<file path="config.mk">
export PLATFORM = sky130hd
export DESIGN_NAME = polled_port_bridge
export DESIGN_NICKNAME = d
export VERILOG_FILES = /design/src/rtl/pbr_pkg.sv /design/src/rtl/pbr_decode.sv /design/src/rtl/pbr_flags.sv /design/src/rtl/pbr_port_slice.sv /design/src/rtl/polled_port_bridge.sv
export SDC_FILE = /design/constraint.sdc
export NUM_CORES = 1
export LEC_CHECK = 0
export ABC_AREA = 1
export BUFFER_PORTS_ARGS = -buffer_cell sky130_fd_sc_hd__buf_4
export CORE_ASPECT_RATIO = 0.7
export CORE_MARGIN = 8
export CORE_UTILIZATION = 53
export CTS_CLUSTER_DIAMETER = 30
export DETAILED_ROUTE_END_ITERATION = 10
export HOLD_SLACK_MARGIN = 0.06
export PLACE_DENSITY = 0.83
export SYNTH_ARGS = -nofsm -noshare
export SYNTH_HDL_FRONTEND = slang
export SYNTH_SLANG_ARGS = --single-unit
</file>
<file path="constraint.sdc">
create_clock -name clk -period 3.3 [get_ports clk]
set_input_delay 0.165 -clock clk [delete_from_list [all_inputs] [get_ports clk]]
set_output_delay 0.165 -clock clk [all_outputs]
set_load 0.03 [all_outputs]
</file>
<file path="src/rtl/pbr_pkg.sv">
package pbr_pkg;
  localparam int AW = 3;

  localparam logic [AW-1:0] ADR_DATA = 3'd0;
  localparam logic [AW-1:0] ADR_STAT = 3'd1;
  localparam logic [AW-1:0] ADR_CMD  = 3'd2;
  localparam logic [AW-1:0] ADR_PA   = 3'd4;
  localparam logic [AW-1:0] ADR_PB   = 3'd5;
  localparam logic [AW-1:0] ADR_PC   = 3'd6;

  localparam int ST_RDY  = 0;
  localparam int ST_FULL = 1;
  localparam int ST_OVR  = 2;

  localparam int NGRP = 4;

  typedef struct packed {
    logic data_rd;
    logic data_wr;
    logic stat_rd;
    logic cmd_wr;
    logic pa_wr;
    logic pb_wr;
    logic pc_wr;
  } pbr_sel_t;
endpackage

</file>
<file path="src/rtl/pbr_decode.sv">
module pbr_decode
  import pbr_pkg::*;
(
  input  logic [AW-1:0] addr,
  input  logic          rd,
  input  logic          wr,
  output pbr_sel_t      sel
);
  always_comb begin
    sel         = '0;
    sel.data_rd = rd && (addr == ADR_DATA);
    sel.data_wr = wr && (addr == ADR_DATA);
    sel.stat_rd = rd && (addr == ADR_STAT);
    sel.cmd_wr  = wr && (addr == ADR_CMD);
    sel.pa_wr   = wr && (addr == ADR_PA);
    sel.pb_wr   = wr && (addr == ADR_PB);
    sel.pc_wr   = wr && (addr == ADR_PC);
  end
endmodule

</file>
<file path="src/rtl/pbr_flags.sv">
module pbr_flags #(
  parameter int DW = 8
) (
  input  logic          clk,
  input  logic          rst,
  input  logic          data_rd,
  input  logic          data_wr,
  input  logic          stat_rd,
  input  logic [DW-1:0] wdata,
  input  logic          in_valid,
  input  logic [DW-1:0] in_data,
  input  logic          out_accept,
  output logic [DW-1:0] in_buf,
  output logic [DW-1:0] out_buf,
  output logic          in_rdy,
  output logic          out_full,
  output logic          ovr
);
  logic collide;
  assign collide = in_valid && in_rdy && !data_rd;

  always_ff @(posedge clk) begin
    if (rst) begin
      in_buf   <= '0;
      out_buf  <= '0;
      in_rdy   <= 1'b0;
      out_full <= 1'b0;
      ovr      <= 1'b0;
    end else begin
      if (in_valid) in_buf <= in_data;
      if (data_wr)  out_buf <= wdata;
      in_rdy   <= in_valid || (in_rdy && !data_rd);
      out_full <= data_wr || (out_full && !out_accept);
      ovr      <= collide || (ovr && !stat_rd);
    end
  end

  AST_RDY_SET:  assert property (@(posedge clk) disable iff (rst) in_valid |=> in_rdy);
  AST_RDY_CLR:  assert property (@(posedge clk) disable iff (rst) (data_rd && !in_valid) |=> !in_rdy);
  AST_FULL_SET: assert property (@(posedge clk) disable iff (rst) data_wr |=> out_full);
  AST_FULL_CLR: assert property (@(posedge clk) disable iff (rst) (out_accept && !data_wr) |=> !out_full);
  AST_OVR_SET:  assert property (@(posedge clk) disable iff (rst) (in_valid && in_rdy && !data_rd) |=> ovr);
  AST_OUT_HOLD: assert property (@(posedge clk) disable iff (rst) !data_wr |=> $stable(out_buf));
endmodule

</file>
<file path="src/rtl/pbr_port_slice.sv">
module pbr_port_slice #(
  parameter int W = 8
) (
  input  logic         clk,
  input  logic         rst,
  input  logic         wr_en,
  input  logic [W-1:0] wdata,
  input  logic         dir_in,
  input  logic [W-1:0] pin_in,
  output logic [W-1:0] pin_out,
  output logic         pin_oe,
  output logic [W-1:0] rd_val
);
  logic [W-1:0] latch_q;

  always_ff @(posedge clk) begin
    if (rst)        latch_q <= '0;
    else if (wr_en) latch_q <= wdata;
  end

  assign pin_oe  = !dir_in;
  assign pin_out = dir_in ? '0 : latch_q;
  assign rd_val  = dir_in ? pin_in : latch_q;

  AST_DRIVE_NEW: assert property (@(posedge clk) disable iff (rst)
    (wr_en && !dir_in) |=> (pin_out == $past(wdata)));
  AST_IN_QUIET: assert property (@(posedge clk) disable iff (rst)
    dir_in |-> (pin_out == '0 && rd_val == pin_in));
endmodule

</file>
<file path="src/rtl/polled_port_bridge.sv">
module polled_port_bridge
  import pbr_pkg::*;
#(
  parameter int DW = 8
) (
  input  logic          clk,
  input  logic          rst,
  input  logic [AW-1:0] bus_addr,
  input  logic          bus_rd,
  input  logic          bus_wr,
  input  logic [DW-1:0] bus_wdata,
  output logic [DW-1:0] bus_rdata,
  input  logic          dev_in_valid,
  input  logic [DW-1:0] dev_in_data,
  output logic          dev_out_valid,
  output logic [DW-1:0] dev_out_data,
  input  logic          dev_out_accept,
  input  logic [DW-1:0] pa_in,
  output logic [DW-1:0] pa_out,
  output logic          pa_oe,
  input  logic [DW-1:0] pb_in,
  output logic [DW-1:0] pb_out,
  output logic          pb_oe,
  input  logic [DW-1:0] pc_in,
  output logic [DW-1:0] pc_out,
  output logic [1:0]    pc_oe
);
  localparam int HW     = DW / 2;
  localparam int FLAT_W = 3 * DW;
  localparam logic [DW-1:0] CMD_RST = DW'(4'hF);

  pbr_sel_t          sel;
  logic [DW-1:0]     cmd_q;
  logic [DW-1:0]     in_buf, out_buf;
  logic              in_rdy, out_full, ovr;
  logic [DW-1:0]     status;
  logic [FLAT_W-1:0] pin_in_flat, pin_out_flat, rd_flat;
  logic [NGRP-1:0]   grp_wr, grp_oe;

  pbr_decode u_dec (
    .addr (bus_addr),
    .rd   (bus_rd),
    .wr   (bus_wr),
    .sel  (sel)
  );

  pbr_flags #(.DW(DW)) u_flags (
    .clk        (clk),
    .rst        (rst),
    .data_rd    (sel.data_rd),
    .data_wr    (sel.data_wr),
    .stat_rd    (sel.stat_rd),
    .wdata      (bus_wdata),
    .in_valid   (dev_in_valid),
    .in_data    (dev_in_data),
    .out_accept (dev_out_accept),
    .in_buf     (in_buf),
    .out_buf    (out_buf),
    .in_rdy     (in_rdy),
    .out_full   (out_full),
    .ovr        (ovr)
  );

  always_ff @(posedge clk) begin
    if (rst)             cmd_q <= CMD_RST;
    else if (sel.cmd_wr) cmd_q <= bus_wdata;
  end

  assign pin_in_flat = {pc_in, pb_in, pa_in};
  assign grp_wr      = {sel.pc_wr, sel.pc_wr, sel.pb_wr, sel.pa_wr};

  for (genvar g = 0; g < NGRP; g++) begin : g_grp
    localparam int SW  = (g < 2) ? DW : HW;
    localparam int OFS = (g < 2) ? g * DW : 2 * DW + (g - 2) * HW;
    localparam int WOF = (g == 3) ? HW : 0;
    pbr_port_slice #(.W(SW)) u_slice (
      .clk     (clk),
      .rst     (rst),
      .wr_en   (grp_wr[g]),
      .wdata   (bus_wdata[WOF +: SW]),
      .dir_in  (cmd_q[g]),
      .pin_in  (pin_in_flat[OFS +: SW]),
      .pin_out (pin_out_flat[OFS +: SW]),
      .pin_oe  (grp_oe[g]),
      .rd_val  (rd_flat[OFS +: SW])
    );
  end

  assign pa_out = pin_out_flat[DW-1:0];
  assign pb_out = pin_out_flat[2*DW-1:DW];
  assign pc_out = pin_out_flat[3*DW-1:2*DW];
  assign pa_oe  = grp_oe[0];
  assign pb_oe  = grp_oe[1];
  assign pc_oe  = grp_oe[3:2];

  always_comb begin
    status         = '0;
    status[ST_RDY]  = in_rdy;
    status[ST_FULL] = out_full;
    status[ST_OVR]  = ovr;
  end

  always_ff @(posedge clk) begin
    if (rst || !bus_rd) begin
      bus_rdata <= '0;
    end else begin
      case (bus_addr)
        ADR_DATA: bus_rdata <= in_buf;
        ADR_STAT: bus_rdata <= status;
        ADR_PA:   bus_rdata <= rd_flat[DW-1:0];
        ADR_PB:   bus_rdata <= rd_flat[2*DW-1:DW];
        ADR_PC:   bus_rdata <= rd_flat[3*DW-1:2*DW];
        default:  bus_rdata <= '0;
      endcase
    end
  end

  assign dev_out_valid = out_full;
  assign dev_out_data  = out_buf;

  AST_CMD_HIDDEN: assert property (@(posedge clk) disable iff (rst)
    (bus_rd && bus_addr == ADR_CMD) |=> (bus_rdata == '0));
  AST_STAT_HIGH_ZERO: assert property (@(posedge clk) disable iff (rst)
    (bus_rd && bus_addr == ADR_STAT) |=> (bus_rdata[DW-1:3] == '0));
  AST_IDLE_RDATA: assert property (@(posedge clk) disable iff (rst)
    !bus_rd |=> (bus_rdata == '0));
  AST_STROBES_EXCL: assert property (@(posedge clk) disable iff (rst)
    !(bus_rd && bus_wr));
endmodule

</file>
==> results.ini, run 1 <==
[routing]
wl_mm=7.87
wire_per_inst_um=14.7
drtIter0Drc=207
antenna_left=0
drtPass1Iterations=5
drc=0
routed-via-count=2713
via_per_inst=5.08

[cells_and_area]
nets=513
nFillCells=407
num_antenna_cells=0
area_growth_pct=30.0
drive_above_1_share_pct=25.4
fin_cells=534

[die]
start_util_pct=55.2
io-pin-count=94
fp.coreArea_um2=4780
rows=21
die_area_um2=7530
chipHeight_um=75.1
fp.dieW_um=100

[timing]
rsz0062_at_grt=false
hold_viol_final=0
slew_violations=0
setup_viol=0
clock_skew_ns=0.0101
fin_crit_sh_pct=50.4
slew_headroom_pct=36.6
setup-tns-final_ns=0
finalCriticalPeriod_ns=1.66
fmax_mhz=601
tightest_slew_ns=0.951

[placed_design]
gp_congestion=0.936
dpl.cell_count=524
hpwl_mm=5.87
io_buffers=93

[clock_tree]
htree_levels=2
cts_tree=done
clk_path_buf_depth=2
root_buffer=clkbuf_8
clkSinkCount=55
clk_pin_slew_ns=0.10
numCtsBuffers=5
clk_latency_ns=0.32

[critical_path]
path_class=reg -> out
end_kind=primary output
crit_top_cell=inv_1
worst_setup_path_start_kind=flop
crit_chain=inv_1 > nand2_1 > inv_1 > buf_4
crit_fanout=24
crit_path_top_delay_cell=dfxtp_1
critPathRequiredTime_ns=3.13
critPathTopFamily=flip-flops
critPathMaxStageDelay_ns=0.75
cp.buffers_inverters=3
cp_data_arrival_time_ns=1.50

[global_route]
grt_util_all_layers_pct=20.6
overflow=0
grt_pass1_vias=2461
grt_max_degree=37
grt_pass1_wl_mm=12.1
antenna_found_initial=0

[synthesis]
syn-mean-instance-area_um2=6.90
synthSimpleGateAreaFrac_pct=30.3
syn_area_um2=2640
synth_top_area_share_pct=41.7
yosys_most_used_dff=dfxtp_1
synth_mux_area_share_pct=0
async_reset_ff_share_pct=0
yosysUniqueCellTypes=25
synthAdderAreaFrac_pct=0
synth_most_common_cell=nand2_1
yosys.area.top_type=dfxtp_1
synth_top_family_by_area=simple AND/OR/NAND/NOR gates
yosysWarnings=0
synthXorXnorAreaFrac_pct=0
synth.net_count=432
synthTopCellsByArea=dfxtp_1 42%, nand2_1 13%, o21ai_0 9.3%
synth_edf_count=0
synth_compound_area_share_pct=17.9
ys_seq_elements=55
synthCells=383
ys_top_cells_by_count=88 x nand2_1, 55 x dfxtp_1, 55 x nor2_1, 49 x o21ai_0, 33 x a21oi_1
seq_area_frac_synth_pct=41.7

[pwr]
ir_drop_mv=0.329
p_per_area_nw_per_um2=405
total_leakage_power_nw=1.63

[run_status]
status=finished, final reports clean

[run]
max_cap_violations=0

[worst_hold_path]
hp-class=in -> reg

report_power, final:
part | switching [W] | internal [W] | leakage [nW]
clock network | 0.000227 | 0.000246 | 0.0612
logic | 0.000126 | 0.0000851 | 1.13
registers | 0.0000171 | 0.000689 | 0.449
layout make-up:
| type | instances | area [µm²] | share of cell area, % |
|---|---|---|---|
| well taps | 69 | 86.3 | 2.51 |
| multi-input cells | 271 | 1270 | 37.1 |
| clock inverters | 2 | 35.0 | 1.02 |
| repair buffers | 95 | 718 | 20.9 |
| clock buffers | 6 | 82.6 | 2.41 |
| flip-flops and latches | 55 | 1100 | 32.1 |
| inverters | 36 | 138 | 4.01 |
registers in the layout, indices dropped and copies added, names as in the netlist:
signal and count:
g_grp.u_slice.latch_q 24, bus_rdata 8, u_flags.in_buf 8, u_flags.out_buf 8, cmd_q 4, u_flags.in_rdy 1, u_flags.out_full 1, u_flags.ovr 1
layer usage:
metal	global-route usage, %	up-vias	wire length (µm)
met1	25.8	1188	3380
met4	7.17	0	124
met3	6.65	15	909
met2	32.8	126	3460
li1	-	1384	-
met5	0	-	0
cell usage in the layout, fill, tap and decap left out, drive strengths merged:
cell type	n
dlygate4sd3	2
nand3	20
clkinv	2
inv	35
buf	93
nand4	6
dfxtp	55
nand2	94
nor3	1
o21bai	1
nor2	59
o21ai	55
a21oi	35
clkbuf	6
bufinv	1
worst min-delay path: stages:
cell and delay, ns:
buf_4 0.08, nor2_1 0.03, nor2_1 0.08
repair_timing:
action / 4_1_cts / 5_1_grt
hold buffers: 1 / 1
gates resized for setup: 0 / 0
buffers inserted: 0 / 0
hold endpoints to repair: 1 / 1
metrics by stage:
step | setup WS (ns) | area [µm²] | power, W | hold WS (ns) | util [%]
floorplan | 1.95 | 2640 | 0.000839 | 0.234 | -
global placement | 1.73 | 3300 | 0.000921 | 0.388 | 68.9
detailed placement | 1.71 | 3300 | 0.000926 | 0.396 | 68.9
CTS | 1.64 | 3420 | 0.00138 | 0.0613 | 71.6
global route | 1.52 | 3430 | 0.00144 | 0.0632 | 71.8
finish | 1.64 | 3430 | 0.00139 | 0.0612 | 71.8
worst paths after layout:
| path | to | slack (ns) | cells after the start | from |
|---|---|---|---|---|
| setup / recovery | pa_out[2] | 1.64 | 4 | cmd_q[0] |
| hold / removal | u_flags.in_buf[6] | 0.06 | 3 | dev_in_data[6] |
| setup reg to reg | bus_rdata[4] | 1.75 | 5 | cmd_q[0] |
| hold reg to reg | u_flags.out_buf[2] | 0.48 | 2 | u_flags.out_buf[2] |
logic make-up (layout without fill, tap and decap cells):
family | after synthesis | in the layout
AND/OR/NAND/NOR | 180 | 180
flip-flops | 55 | 55
buffers and inverters | 57 | 139
AO/OA/AOI/OAI | 91 | 91
(Power assumes the default switching activity.)
==> run 2: changes to the inputs <==
CORE_UTILIZATION = 45   (was 53)
PLACE_DENSITY = 0.75   (was 0.83)
clock period = 1.35 ns   (was 3.3 ns; I/O delays follow)
==> results.ini, run 2 (same netlist as run 1, synthesis figures left out) <==
[run_status]
status=finished, final reports clean

[routing]
antenna_left=0
routed-via-count=2808
wl_mm=8.30
drc=0
drtPass1Iterations=4
drtIter0Drc=189
wire_per_inst_um=14.9
via_per_inst=5.05

[timing]
slew_violations=0
tightest_slew_ns=0.405
holdWs_ns=0.0698
clock_skew_ns=0.00616
setup-tns-final_ns=0
slew_headroom_pct=73.0
fmax_mhz=789
hold_viol_final=0
finalCriticalPeriod_ns=1.27
fin_crit_sh_pct=93.9
setup_viol=0

[cells_and_area]
num_antenna_cells=0
drive_above_1_share_pct=26.2
postLayoutCoreUtil_pct=62.7
layout_commonest_cell=buf_4
multi_input_area_um2=1270
area_growth_pct=35.3
nets=529
mostFrequentLayoutCells=99 x buf_4, 88 x nand2_1, 55 x nor2_1
nFillCells=551
largest_reg_flops=24
top_register=g_grp.u_slice.latch_q
seqCellArea_um2=1100

[global_route]
grt_max_degree=27
grt_util_all_layers_pct=19.1
antenna_found_initial=0
grt_pass1_vias=2716
grt_pass1_wl_mm=13.3
overflow=0

[worst_hold_path]
hp-class=in -> reg
hold_depth=3

[die]
die_area_um2=8620
fp.coreArea_um2=5700
fp.dieW_um=108
start_util_pct=46.4
rows=23
chipHeight_um=80.1
io-pin-count=94

[clock_tree]
cts_tree=done
clk_latency_ns=0.31
htree_levels=2
root_buffer=clkbuf_8
clk_pin_slew_ns=0.11
clk_path_buf_depth=2
clkSinkCount=55
numCtsBuffers=5

[critical_path]
end_kind=flop
crit_top_cell=inv_4
cp_data_arrival_time_ns=1.52
timing.rr.start=u_flags.out_full
path_class=in -> reg
r2r_slack_ns=0.13
cp.buffers_inverters=4
worst_setup_path_start_kind=input pin
cp-startpoint=bus_addr[1]
critPathRequiredTime_ns=1.60
crit_fanout=14
critPathMaxStageDelay_ns=0.55
rr_endpoint=u_flags.out_full
path_depth=7
rr_worst_depth=3
crit_path_top_delay_cell=dlygate4sd3_1
crit_chain=buf_4 > inv_4 > nand2_1 > inv_4 > nand2_2 > a21oi_1 > dlygate4sd3_1
endpoint=u_flags.out_full
critPathTopFamily=buffers and inverters

[placed_design]
gp_congestion=0.924
hpwl_mm=6.38
io_buffers=93

[pwr]
p_per_area_nw_per_um2=897
total_leakage_power_nw=1.69
ir_drop_mv=0.485

[run]
max_cap_violations=0

## run 2: how the worst min path moves through the flow
| stage | startpoint | end | slack (ns) |
|---|---|---|---|
| 2_1_floorplan | rst | u_flags.out_buf[0] | 0.14 |
| 3_3_place_gp | dev_in_data[1] | u_flags.in_buf[1] | 0.29 |
| 3_5_place_dp | dev_in_data[4] | u_flags.in_buf[4] | 0.30 |
| 4_1_cts | bus_wdata[7] | g_grp[1].u_slice.latch_q[7] | 0.06 |
| 5_1_grt | bus_wdata[6] | g_grp[1].u_slice.latch_q[6] | 0.07 |
| 6_report | bus_wdata[7] | g_grp[1].u_slice.latch_q[7] | 0.07 |
## run 2: layout make-up
type,count,share of cell area [%]
Multi-Input combinational cell,271,35.6
Inverter,36,3.92
Tap cell,75,2.63
Timing Repair Buffer,111,24.4
Sequential cell,55,30.8
Clock buffer,5,1.93
Clock inverter,3,0.665
## run 2: per-layer routing
layer,part of all wire [%],vias to the layer above,track usage [%]
li1,-,1419,-
met1,44,1269,24.0
met2,44,112,32.0
met3,11,8,5.84
met4,0.77,0,2.90
met5,0,-,0
## run 2: where the power goes
| group | switching [W] | internal, W |
|---|---|---|
| logic | 0.000323 | 0.000237 |
| registers | 0.0000328 | 0.00169 |
| clock network | 0.000558 | 0.000372 |
## run 2: repair_timing
item	4_1_cts	5_1_grt
hold buffers	11	0
endpoints found under the setup margin	0	8
gates resized for setup	0	2
setup buffers	0	0
hold endpoints to repair	20	0
## run 2: through the flow
stage | instances | cell area, µm² | total power (W) | setup WS (ns)
6_report | 556 | 3570 | 0.00321 | 0.0824
3_5_place_dp | 537 | 3370 | 0.00229 | 0.135
2_1_floorplan | 383 | 2640 | 0.00205 | 0.100
4_1_cts | 556 | 3570 | 0.00321 | 0.0345
5_1_grt | 556 | 3570 | 0.00336 | -0.00318
3_3_place_gp | 537 | 3370 | 0.00228 | 0.165
## run 2: worst register-to-register path, cell delays in order, from the launching register on
cell and delay, ns:
dfxtp_1 0.41, nand2_1 0.08, a21oi_1 0.13, dlygate4sd3_1 0.55
==> run 3: changes to the inputs <==
ABC_AREA = unset   (was 1)
==> results.ini, run 3 <==
[die]
rows=23
io-pin-count=94
start_util_pct=46.2
die_area_um2=8590
fp.dieW_um=107
fp.coreArea_um2=5700
chipHeight_um=80.0

[synthesis]
synth_top_area_share_pct=41.8
seq_area_frac_synth_pct=41.8
syn_area_um2=2630
syn-mean-instance-area_um2=8.95
synth_edf_count=0
synth.net_count=343
yosysUniqueCellTypes=31
async_reset_ff_share_pct=0
synthTopCellsByArea=dfxtp_1 42%, mux2i_1 16%, nand2_1 6.8%
synthCells=294
ys_top_cells_by_count=55 x dfxtp_1, 48 x nand2_1, 43 x mux2i_1, 25 x a21oi_1, 24 x nor2b_1
ys_seq_elements=55
yosys_most_used_dff=dfxtp_1
synth_most_common_cell=dfxtp_1
yosys.area.top_type=dfxtp_1
yosysWarnings=0

[timing]
hold_viol_final=0
clock_skew_ns=0.00886
slew_violations=0
setup_viol=0
fin_ws_ns=0.0693
tightest_slew_ns=0.505
rsz0062_at_grt=false
slew_headroom_pct=66.2
finalCriticalPeriod_ns=1.28
fin_crit_sh_pct=94.9
fmax_mhz=781

[critical_path]
crit_chain=buf_12 > mux2i_1 > o22ai_1 > o21a_1
crit_path_top_delay_cell=dfxtp_1
critPathMaxStageDelay_ns=0.36
crit_fanout=17
worst_setup_path_start_kind=flop
critPathRequiredTime_ns=1.57
cp.buffers_inverters=1
path_class=reg -> reg
critPathTopFamily=flip-flops
end_kind=flop
cp_data_arrival_time_ns=1.50

[clock_tree]
clk_path_buf_depth=2
clkSinkCount=55
numCtsBuffers=5
clk_pin_slew_ns=0.10
post_cts_buffers=0
clk_latency_ns=0.31
htree_levels=2
root_buffer=clkbuf_8
cts_tree=done

[global_route]
antenna_found_initial=0
grt_max_degree=31
grt_util_all_layers_pct=18.1
grt_pass1_vias=2436
overflow=0
grt_pass1_wl_mm=12.4

[pwr]
seqPwrFrac_pct=54.9
total_leakage_power_nw=1.65
internal-power_w=0.00229
p_comb_share_pct=16.2
swShare_pct=26.3
p_per_area_nw_per_um2=862
power_frac_clock_pct=29.0
p_switching_w=0.000818
ir_drop_mv=0.424

[placed_design]
io_buffers=93
gp_congestion=0.834
hpwl_mm=6.04
dpl-instance-area_um2=3350
pre_cts_ws_ns=-0.0166

[cells_and_area]
drive_above_1_share_pct=29.4
nFillCells=519
nets=442
mostFrequentLayoutCells=98 x buf_4, 54 x dfxtp_1, 48 x nand2_1
layout_commonest_cell=buf_4
fin_area_um2=3610
largest_reg_flops=24
area_growth_pct=37.0
num_antenna_cells=0
top_register=g_grp.u_slice.latch_q

[routing]
drc=0
via_per_inst=5.13
routed-via-count=2407
drtPass1Iterations=4
drtIter0Drc=125
wl_mm=7.77
antenna_left=0
wire_per_inst_um=16.6

[run]
max_cap_violations=0

[worst_hold_path]
hp-class=in -> reg

[run_status]
status=finished, final reports clean

==> run 3: cell count changes after synthesis, moves of 8 or more <==
cell     change
o21a_1       +8
o21ai_0     -49
nor2_1      -35
nand2_1     -40
mux2i_1     +43
a21oi_1      -8
nor2b_1     +24
nand3_1     -20
o22ai_1     +11
inv_1       -27
==> run 3: cells by family (layout without fill, tap and decap cells) <==
group                  after synthesis  after routing  share of synthesized area [%]
AO/OA/AOI/OAI                       57             57                           14.0
AND/OR/NAND/NOR                    110            110                           22.1
buffers and inverters               29            129                           5.71
flip-flops                          55             55                           41.8
multiplexers                        43             43                           16.4
==> run 3: final cells by class <==
| class | count | area (µm²) | share of cell area (%) |
|---|---|---|---|
| inverters | 5 | 18.8 | 0.520 |
| clock buffers | 6 | 72.6 | 2.01 |
| clock inverters | 2 | 12.5 | 0.347 |
| multi-input cells | 210 | 1380 | 38.3 |
| repair buffers | 116 | 926 | 25.7 |
| well taps | 75 | 93.8 | 2.60 |
| flip-flops and latches | 55 | 1100 | 30.6 |
==> run 3: repair_timing <==
item,4_1_cts,5_1_grt
gates resized for setup,0,1
hold buffers,17,0
hold endpoints to repair,42,0
setup endpoints to repair,0,3
==> run 3: power by group through the flow <==
stage / registers, W / logic, W / clock network (W)
floorplan: 0.00175 / 0.000247 / 0
global placement: 0.00174 / 0.000459 / 0
detailed placement: 0.00174 / 0.000463 / 0
CTS: 0.00170 / 0.000502 / 0.000916
global route: 0.00171 / 0.000543 / 0.000980
finish: 0.00171 / 0.000502 / 0.000901
==> run 3: per-stage QoR <==
stage,hold WS [ns],TNS (ns),util [%],cells,power (W)
2_1_floorplan,0.185,0,-,294,0.00200
3_3_place_gp,0.301,0,58.8,444,0.00220
3_5_place_dp,0.310,-0.0617,58.8,444,0.00221
4_1_cts,0.0648,0,63.3,469,0.00312
5_1_grt,0.0825,0,63.3,469,0.00323
6_report,0.0781,0,63.3,469,0.00311
==> run 3: path summary, 6_finish.rpt <==
check | from | endpoint | slack [ns] | depth (start not counted)
max | cmd_q[0] | bus_rdata[1] | 0.07 | 4
min | bus_rd | u_flags.in_rdy | 0.08 | 3
max reg2reg | cmd_q[0] | bus_rdata[1] | 0.07 | 4
min reg2reg | u_flags.out_buf[2] | u_flags.out_buf[2] | 0.46 | 2
==> run 3: layer usage <==
metal	GRT usage, %	part of all wire [%]	vias to the layer above	wire [µm]
li1	-	-	1204	-
met4	4.83	0.77	0	60
met5	0	0	-	0
met1	24.7	47	1115	3640
met2	26.6	42	80	3280
met3	5.89	10	8	788
==> run 3: worst reg2reg max path, delay by kind of cell, from the launching register on <==
| kind | cells | cell delay, ns |
|---|---|---|
| flip-flops | 1 | 0.36 |
| AO/OA/AOI/OAI | 2 | 0.34 |
| multiplexers | 1 | 0.33 |
| buffers and inverters | 1 | 0.17 |
